`src/rtl/gdc_pkg.sv`:
```
package gdc_pkg;
  typedef enum logic [2:0] {
    DOOR_SHUT    = 3'd0,
    DOOR_RISING  = 3'd1,
    DOOR_UP      = 3'd2,
    DOOR_FALLING = 3'd3,
    HALT_RISE    = 3'd4,
    HALT_FALL    = 3'd5
  } door_st_e;
endpackage

```
`src/rtl/gdc_cmd_edge.sv`:
```
module gdc_cmd_edge #(
  parameter int N_SRC = 2
) (
  input  logic             clk,
  input  logic             rst_n,
  input  logic [N_SRC-1:0] btn,
  output logic             press
);
  logic [N_SRC-1:0] prev_q;

  always_ff @(posedge clk) begin
    if (!rst_n) prev_q <= '0;
    else        prev_q <= btn;
  end

  // any source rising counts as one shared command
  assign press = |(btn & ~prev_q);
endmodule

```
`src/rtl/gdc_fsm.sv`:
```
module gdc_fsm
  import gdc_pkg::*;
(
  input  logic     clk,
  input  logic     rst_n,
  input  logic     press,
  input  logic     lim_top,
  input  logic     lim_bot,
  input  logic     beam_cut,
  output door_st_e state_o,
  output logic     done
);
  door_st_e state_q, state_d, init_st;

  always_comb begin
    if (lim_bot)      init_st = DOOR_SHUT;
    else if (lim_top) init_st = DOOR_UP;
    else              init_st = HALT_FALL;
  end

  always_comb begin
    state_d = state_q;
    done    = 1'b0;
    unique case (state_q)
      DOOR_SHUT:    if (press) state_d = DOOR_RISING;
      DOOR_UP:      if (press) state_d = DOOR_FALLING;
      HALT_RISE:    if (press) state_d = DOOR_FALLING;
      HALT_FALL:    if (press) state_d = DOOR_RISING;
      DOOR_RISING: begin
        if (lim_top) begin
          state_d = DOOR_UP;
          done    = 1'b1;
        end else if (press) state_d = HALT_RISE;
      end
      DOOR_FALLING: begin
        if (lim_bot) begin
          state_d = DOOR_SHUT;
          done    = 1'b1;
        end else if (beam_cut) state_d = DOOR_RISING;
        else if (press)        state_d = HALT_FALL;
      end
      default: state_d = HALT_FALL;
    endcase
  end

  always_ff @(posedge clk) begin
    if (!rst_n) state_q <= init_st;
    else        state_q <= state_d;
  end

  assign state_o = state_q;

  assert_top_ends_rise_R4: assert property (@(posedge clk) disable iff (!rst_n)
    (state_q == DOOR_RISING && lim_top) |=> state_q == DOOR_UP);
  assert_bot_ends_fall_R4: assert property (@(posedge clk) disable iff (!rst_n)
    (state_q == DOOR_FALLING && lim_bot) |=> state_q == DOOR_SHUT);
  assert_beam_reverses_R5: assert property (@(posedge clk) disable iff (!rst_n)
    (state_q == DOOR_FALLING && !lim_bot && beam_cut) |=> state_q == DOOR_RISING);
  assert_press_halts_rise_R3: assert property (@(posedge clk) disable iff (!rst_n)
    (state_q == DOOR_RISING && !lim_top && press) |=> state_q == HALT_RISE);
endmodule

```
`src/rtl/gdc_lamp_timer.sv`:
```
module gdc_lamp_timer #(
  parameter int TICKS = 300
) (
  input  logic clk,
  input  logic rst_n,
  input  logic done,
  input  logic tick,
  output logic lamp
);
  localparam int CW = $clog2(TICKS + 1);
  logic [CW-1:0] cnt_q;

  always_ff @(posedge clk) begin
    if (!rst_n)                     cnt_q <= '0;
    else if (done)                  cnt_q <= CW'(TICKS);
    else if (tick && cnt_q != '0)   cnt_q <= cnt_q - 1'b1;
  end

  assign lamp = (cnt_q != '0);

  assert_reload_R7: assert property (@(posedge clk) disable iff (!rst_n)
    done |=> cnt_q == CW'(TICKS));
  assert_countdown_R7: assert property (@(posedge clk) disable iff (!rst_n)
    (!done && tick && cnt_q != '0) |=> cnt_q == $past(cnt_q) - 1'b1);
endmodule

```
`src/rtl/garage_door_ctrl.sv`:
```
module garage_door_ctrl
  import gdc_pkg::*;
#(
  parameter int LIGHT_TICKS = 300
) (
  input  logic clk,
  input  logic rst_n,
  input  logic btn_wall,
  input  logic btn_remote,
  input  logic lim_top,
  input  logic lim_bot,
  input  logic beam_cut,
  input  logic tick_1s,
  output logic motor_up,
  output logic motor_dn,
  output logic light_on
);
  logic     press, done;
  door_st_e state;

  gdc_cmd_edge #(.N_SRC(2)) u_edge (
    .clk(clk), .rst_n(rst_n), .btn({btn_remote, btn_wall}), .press(press)
  );

  gdc_fsm u_fsm (
    .clk(clk), .rst_n(rst_n), .press(press), .lim_top(lim_top),
    .lim_bot(lim_bot), .beam_cut(beam_cut), .state_o(state), .done(done)
  );

  gdc_lamp_timer #(.TICKS(LIGHT_TICKS)) u_lamp (
    .clk(clk), .rst_n(rst_n), .done(done), .tick(tick_1s), .lamp(light_on)
  );

  assign motor_up = (state == DOOR_RISING);
  assign motor_dn = (state == DOOR_FALLING);

  assert_lamp_after_done_R7: assert property (@(posedge clk) disable iff (!rst_n)
    done |=> light_on);
endmodule

```
`config.mk`:
```
export PLATFORM = sky130hd
export DESIGN_NAME = garage_door_ctrl
export DESIGN_NICKNAME = d
export VERILOG_FILES = /design/src/rtl/gdc_pkg.sv /design/src/rtl/gdc_cmd_edge.sv /design/src/rtl/gdc_fsm.sv /design/src/rtl/gdc_lamp_timer.sv /design/src/rtl/garage_door_ctrl.sv
export SDC_FILE = /design/constraint.sdc
export NUM_CORES = 1
export LEC_CHECK = 0
export BUFFER_PORTS_ARGS = -buffer_cell sky130_fd_sc_hd__buf_2
export CAP_MARGIN = 20
export CORE_MARGIN = 3
export CORE_UTILIZATION = 35
export DETAILED_ROUTE_END_ITERATION = 10
export GPL_TIMING_DRIVEN = 0
export HOLD_SLACK_MARGIN = 0.02
export PLACE_DENSITY = 0.51
export SLEW_MARGIN = 25
export SYNTH_ARGS = -nofsm -noshare
export SYNTH_HDL_FRONTEND = slang
export SYNTH_SLANG_ARGS = --single-unit
export TNS_END_PERCENT = 30
```
`constraint.sdc`:
```
create_clock -name clk -period 1.9 [get_ports clk]
set_clock_uncertainty 0.15 [all_clocks]
set_input_delay 0.285 -clock clk [delete_from_list [all_inputs] [get_ports clk]]
set_output_delay 0.285 -clock clk [all_outputs]
set_load 0.05 [all_outputs]
```
==> report_table.html <==
<table>
<tr><th>Metric</th><th>Value</th></tr>
<tr><th colspan="2">Clocking</th></tr>
<tr><td>Clk sink count</td><td>14</td></tr>
<tr><td>Number of buffers added by the clock tree synthesis step</td><td>3</td></tr>
<tr><td>Root buf cell</td><td>clkbuf_4</td></tr>
<tr><td>Clock Path Buffers</td><td>2</td></tr>
<tr><td>Clock transition at the register clock pins on the worst setup and hold paths after CTS</td><td>0.09 ns</td></tr>
<tr><td>Number of levels the H-tree was split into</td><td>1</td></tr>
<tr><td>TritonCTS clock tree</td><td>yes</td></tr>
<tr><td>Clk Latency, worst-skew pair</td><td>0.29 ns</td></tr>
<tr><td>Hold_buf cts</td><td>0</td></tr>
<tr><th colspan="2">Yosys</th></tr>
<tr><td>Register bit total from synthesis</td><td>14</td></tr>
<tr><td>Unique masters post-synth</td><td>39</td></tr>
<tr><td>Top flip-flop cell by instance count after synthesis</td><td>dfxtp_1</td></tr>
<tr><td>Number of synthesized flops with an enable pin</td><td>3</td></tr>
<tr><td>Fraction of registers with async set or reset after synthesis</td><td>0%</td></tr>
<tr><td>Share of synthesized area occupied by flip-flops and latches</td><td>38.69%</td></tr>
<tr><td>Count leader, synth</td><td>dfxtp_1</td></tr>
<tr><td>Top area cells in the synthesized netlist</td><td>dfxtp_1 (27%), edfxtp_1 (11%), o31a_1 (4.4%)</td></tr>
<tr><td>Most frequent cells after synthesis</td><td>dfxtp_1 (11), nor2_1 (8), inv_1 (6)</td></tr>
<tr><td>Total standard cell area after synthesis</td><td>802.0 µm²</td></tr>
<tr><td>Post-synth top area cell</td><td>dfxtp_1</td></tr>
<tr><td>Share of Yosys cell area claimed by the top area cell type</td><td>27.46%</td></tr>
<tr><td>Per-instance average area after synthesis</td><td>8.813 µm²</td></tr>
<tr><td>Warnings, synthesis</td><td>0</td></tr>
<tr><td>Synth Instances</td><td>91</td></tr>
<tr><td>Net count of the mapped netlist</td><td>100</td></tr>
<tr><th colspan="2">Worst hold path</th></tr>
<tr><td>Hold wc startpoint</td><td>btn_remote</td></tr>
<tr><td>Hold Crit Endpoint</td><td>u_edge.prev_q[1]</td></tr>
<tr><td>Hold/Removal Path Class</td><td>in2reg</td></tr>
<tr><td>Cell depth of the worst hold path</td><td>2</td></tr>
<tr><th colspan="2">Finish</th></tr>
<tr><td>Filler cell count</td><td>215</td></tr>
<tr><td>Register area</td><td>310.3 µm²</td></tr>
<tr><td>Number of nets in the layout</td><td>116</td></tr>
<tr><td>Post-synthesis to final-layout area growth</td><td>20.75%</td></tr>
<tr><td>Fraction of the core area covered by cells at the end of the flow</td><td>46.97%</td></tr>
<tr><td>Antenna diodes</td><td>0</td></tr>
<tr><td>Final std cell area, no fill</td><td>968.4 µm²</td></tr>
<tr><td>Share of final-layout standard cells stronger than drive strength 1</td><td>22.64%</td></tr>
<tr><td>Multi-input gate area in the final layout</td><td>491.7 µm²</td></tr>
<tr><td>Number of standard cells in the layout, taps in and fillers out</td><td>133</td></tr>
<tr><th colspan="2">Power and ir drop</th></tr>
<tr><td>Power density over the cells</td><td>1458 mW/mm²</td></tr>
<tr><td>Leak pwr</td><td>0.3649 nW</td></tr>
<tr><td>Worst vdd ir</td><td>623.7 µV</td></tr>
<tr><th colspan="2">GRT</th></tr>
<tr><td>Number of antenna violations at the first check in global routing</td><td>0</td></tr>
<tr><td>Largest net degree at the start of global routing</td><td>11</td></tr>
<tr><td>Via count of the first global-routing pass</td><td>685</td></tr>
<tr><td>First-pass GRT wire length</td><td>3160 µm</td></tr>
<tr><td>Total global routing overflow</td><td>0</td></tr>
<tr><td>Global-route usage over all layers</td><td>14.95%</td></tr>
<tr><th colspan="2">Floorplanning</th></tr>
<tr><td>Die Area</td><td>0.002902 mm²</td></tr>
<tr><td>Die Width</td><td>53.87 µm</td></tr>
<tr><td>I/O Pins</td><td>11</td></tr>
<tr><td>Die Ht</td><td>53.87 µm</td></tr>
<tr><td>Number of standard-cell rows in the floorplan</td><td>16</td></tr>
<tr><td>Initial standard-cell utilization of the core</td><td>38.90%</td></tr>
<tr><td>Standard cell core area</td><td>0.002062 mm²</td></tr>
<tr><th colspan="2">Place</th></tr>
<tr><td>Last weighted congestion value of the routability-driven placer</td><td>0.8078</td></tr>
<tr><td>Placed cell count</td><td>128</td></tr>
<tr><td>Count of buffers inserted at the top-level ports</td><td>10</td></tr>
<tr><td>Post-detailed-placement half-perimeter wirelength</td><td>1241 µm</td></tr>
<tr><td>Instance area after placement</td><td>895.9 µm²</td></tr>
<tr><th colspan="2">STA</th></tr>
<tr><td>Final setup violation count</td><td>0</td></tr>
<tr><td>Pins Over Slew Limit</td><td>0</td></tr>
<tr><td>Slew at the pin closest to its max-slew limit</td><td>0.4045 ns</td></tr>
<tr><td>Final count of hold timing violations</td><td>0</td></tr>
<tr><td>Total negative slack for setup checks</td><td>0 ns</td></tr>
<tr><td>Headroom to the max-slew limit</td><td>72.89%</td></tr>
<tr><td>Achievable Freq</td><td>547.9 MHz</td></tr>
<tr><td>Share of the cycle needed by the critical path after routing</td><td>96.07%</td></tr>
<tr><td>Clock period minus final worst setup slack</td><td>1.825 ns</td></tr>
<tr><td>Setup repair after global routing missed its margin</td><td>false</td></tr>
<tr><th colspan="2">Route</th></tr>
<tr><td>Number of DRC violations after detailed routing</td><td>0</td></tr>
<tr><td>DRT antenna net count</td><td>0</td></tr>
<tr><td>Detailed Route Iter0 Violations</td><td>11</td></tr>
<tr><td>Aggregate routed wire length</td><td>1767 µm</td></tr>
<tr><td>Detailed-router iteration count before antenna repair</td><td>4</td></tr>
<tr><td>Avg WL per Cell</td><td>13.29 µm</td></tr>
<tr><td>Total vias in the final route</td><td>726</td></tr>
<tr><td>Number of vias per cell</td><td>5.459</td></tr>
<tr><th colspan="2">Worst setup path</th></tr>
<tr><td>Peak fanout along the critical path</td><td>8</td></tr>
<tr><td>Type of the setup path with the least slack</td><td>reg2reg</td></tr>
<tr><td>Data arrival time at the worst-slack endpoint</td><td>1.90 ns</td></tr>
<tr><td>Reg2Reg Capture Point</td><td>u_lamp.cnt_q[7]</td></tr>
<tr><td>R2R setup slack</td><td>0.07 ns</td></tr>
<tr><td>Critical Path Start Type</td><td>flop</td></tr>
<tr><td>Worst reg-to-reg path cell count</td><td>3</td></tr>
<tr><td>Worst setup EP type</td><td>flop</td></tr>
<tr><td>RR Startpoint</td><td>u_lamp.cnt_q[2]</td></tr>
<tr><td>Crit path required time</td><td>1.97 ns</td></tr>
<tr><th colspan="2">Run status</th></tr>
<tr><td>Outcome</td><td>finished, final reports clean</td></tr>
<tr><th colspan="2">Flow run</th></tr>
<tr><td>Maximum Capacitance Violations</td><td>0</td></tr>
</table>
report_power, final:
| part | total [W] | switching (W) | leakage [nW] | internal [W] |
|---|---|---|---|---|
| clock | 0.000190 | 0.000108 | 0.0150 | 0.0000816 |
| combinational | 0.000736 | 0.000385 | 0.227 | 0.000351 |
| sequential | 0.000487 | 0.000104 | 0.123 | 0.000382 |
final cells by class:
class,instances,share of cell area [%]
inverter,6,2.326
clock buffer,4,2.713
buffer,2,0.7752
timing repair buffer,12,7.881
tap,27,3.488
multi-input combinational,68,50.78
sequential,14,32.04
layer usage:
metal  share of wire [%]  routed length [µm]  vias to the layer above  global-route usage, %
met5                   0                   0                        -                      0
met4                 1.5                  26                        0                  7.660
met3                 4.2                  75                        4                  2.493
met2                  43                 757                       15                  20.56
met1                  51                 907                      329                  22.01
li1                    -                   -                      378                      -
metrics by stage:
stage,total power (W),setup WS (ns),hold WS [ns]
after floorplan,0.0009632,0.08749,0.2623
after global placement,0.001098,0.1026,0.3474
after detailed placement,0.001099,0.06938,0.3454
after CTS,0.001359,0.01424,0.06160
after global routing,0.001515,0.003206,0.07683
final,0.001412,0.07471,0.06185
how the worst max path moves through the flow:
| stage | from | end | depth (start not counted) |
|---|---|---|---|
| 6_report | u_lamp.cnt_q[2] | u_lamp.cnt_q[7] | 3 |
| 5_1_grt | u_fsm.state_o[0] | motor_dn | 4 |
| 4_1_cts | u_lamp.cnt_q[0] | light_on | 5 |
| 3_5_place_dp | u_fsm.state_o[2] | u_fsm.state_o[1] | 4 |
| 3_3_place_gp | u_fsm.state_o[2] | u_fsm.state_o[1] | 4 |
| 2_1_floorplan | u_fsm.state_o[2] | motor_dn | 3 |
cells by family after synthesis:
family                     count (synthesis)  synth area share [%]
and+or+nand+nor                           36                 27.15
buffers and inverters                      9                 4.212
muxes                                      2                 2.496
DFF                                       14                 38.69
AOI/OAI and AO/OA                         29                 25.90
adders and majority gates                  1                 1.560
registers in the layout, indices dropped and copies added (netlist names):
register	count
u_lamp.cnt_q	9
u_edge.prev_q	2
u_fsm.state_o	3
critical path, cell delays in order, from the launching register on:
cell     delay (ns)
dfxtp_1        0.38
or4_4          0.56
or4_1          0.51
a21oi_1        0.16
repair_timing:
action / 4_1_cts / 5_1_grt
buffers inserted: 1 / 1
pin swaps: 0 / 0
hold endpoints to repair: 0 / 0
endpoints found under the setup margin: 3 / 6
gates resized for setup: 6 / 4
layout by cell type, fill, tap and decap left out, drive strengths merged:
cell type / n
and3b: 1
a2111oi: 1
o31a: 4
a21oi: 4
mux2i: 2
nand4bb: 1
nor2: 8
a31oi: 1
nand2b: 2
a311oi: 1
or3b: 1
nand4: 1
o41a: 1
or3: 3
o31ai: 2
nor2b: 4
dfxtp: 11
ha: 1
nor3b: 2
o21ai: 6
nand3: 1
nand2: 3
inv: 6
clkbuf: 6
a211o: 1
a221oi: 1
nor3: 2
or4b: 1
o211ai: 2
edfxtp: 3
and2: 4
a31o: 1
o21a: 2
a211oi: 1
or4: 2
o311ai: 1
buf: 12
Power figures use the tool's default switching activity.
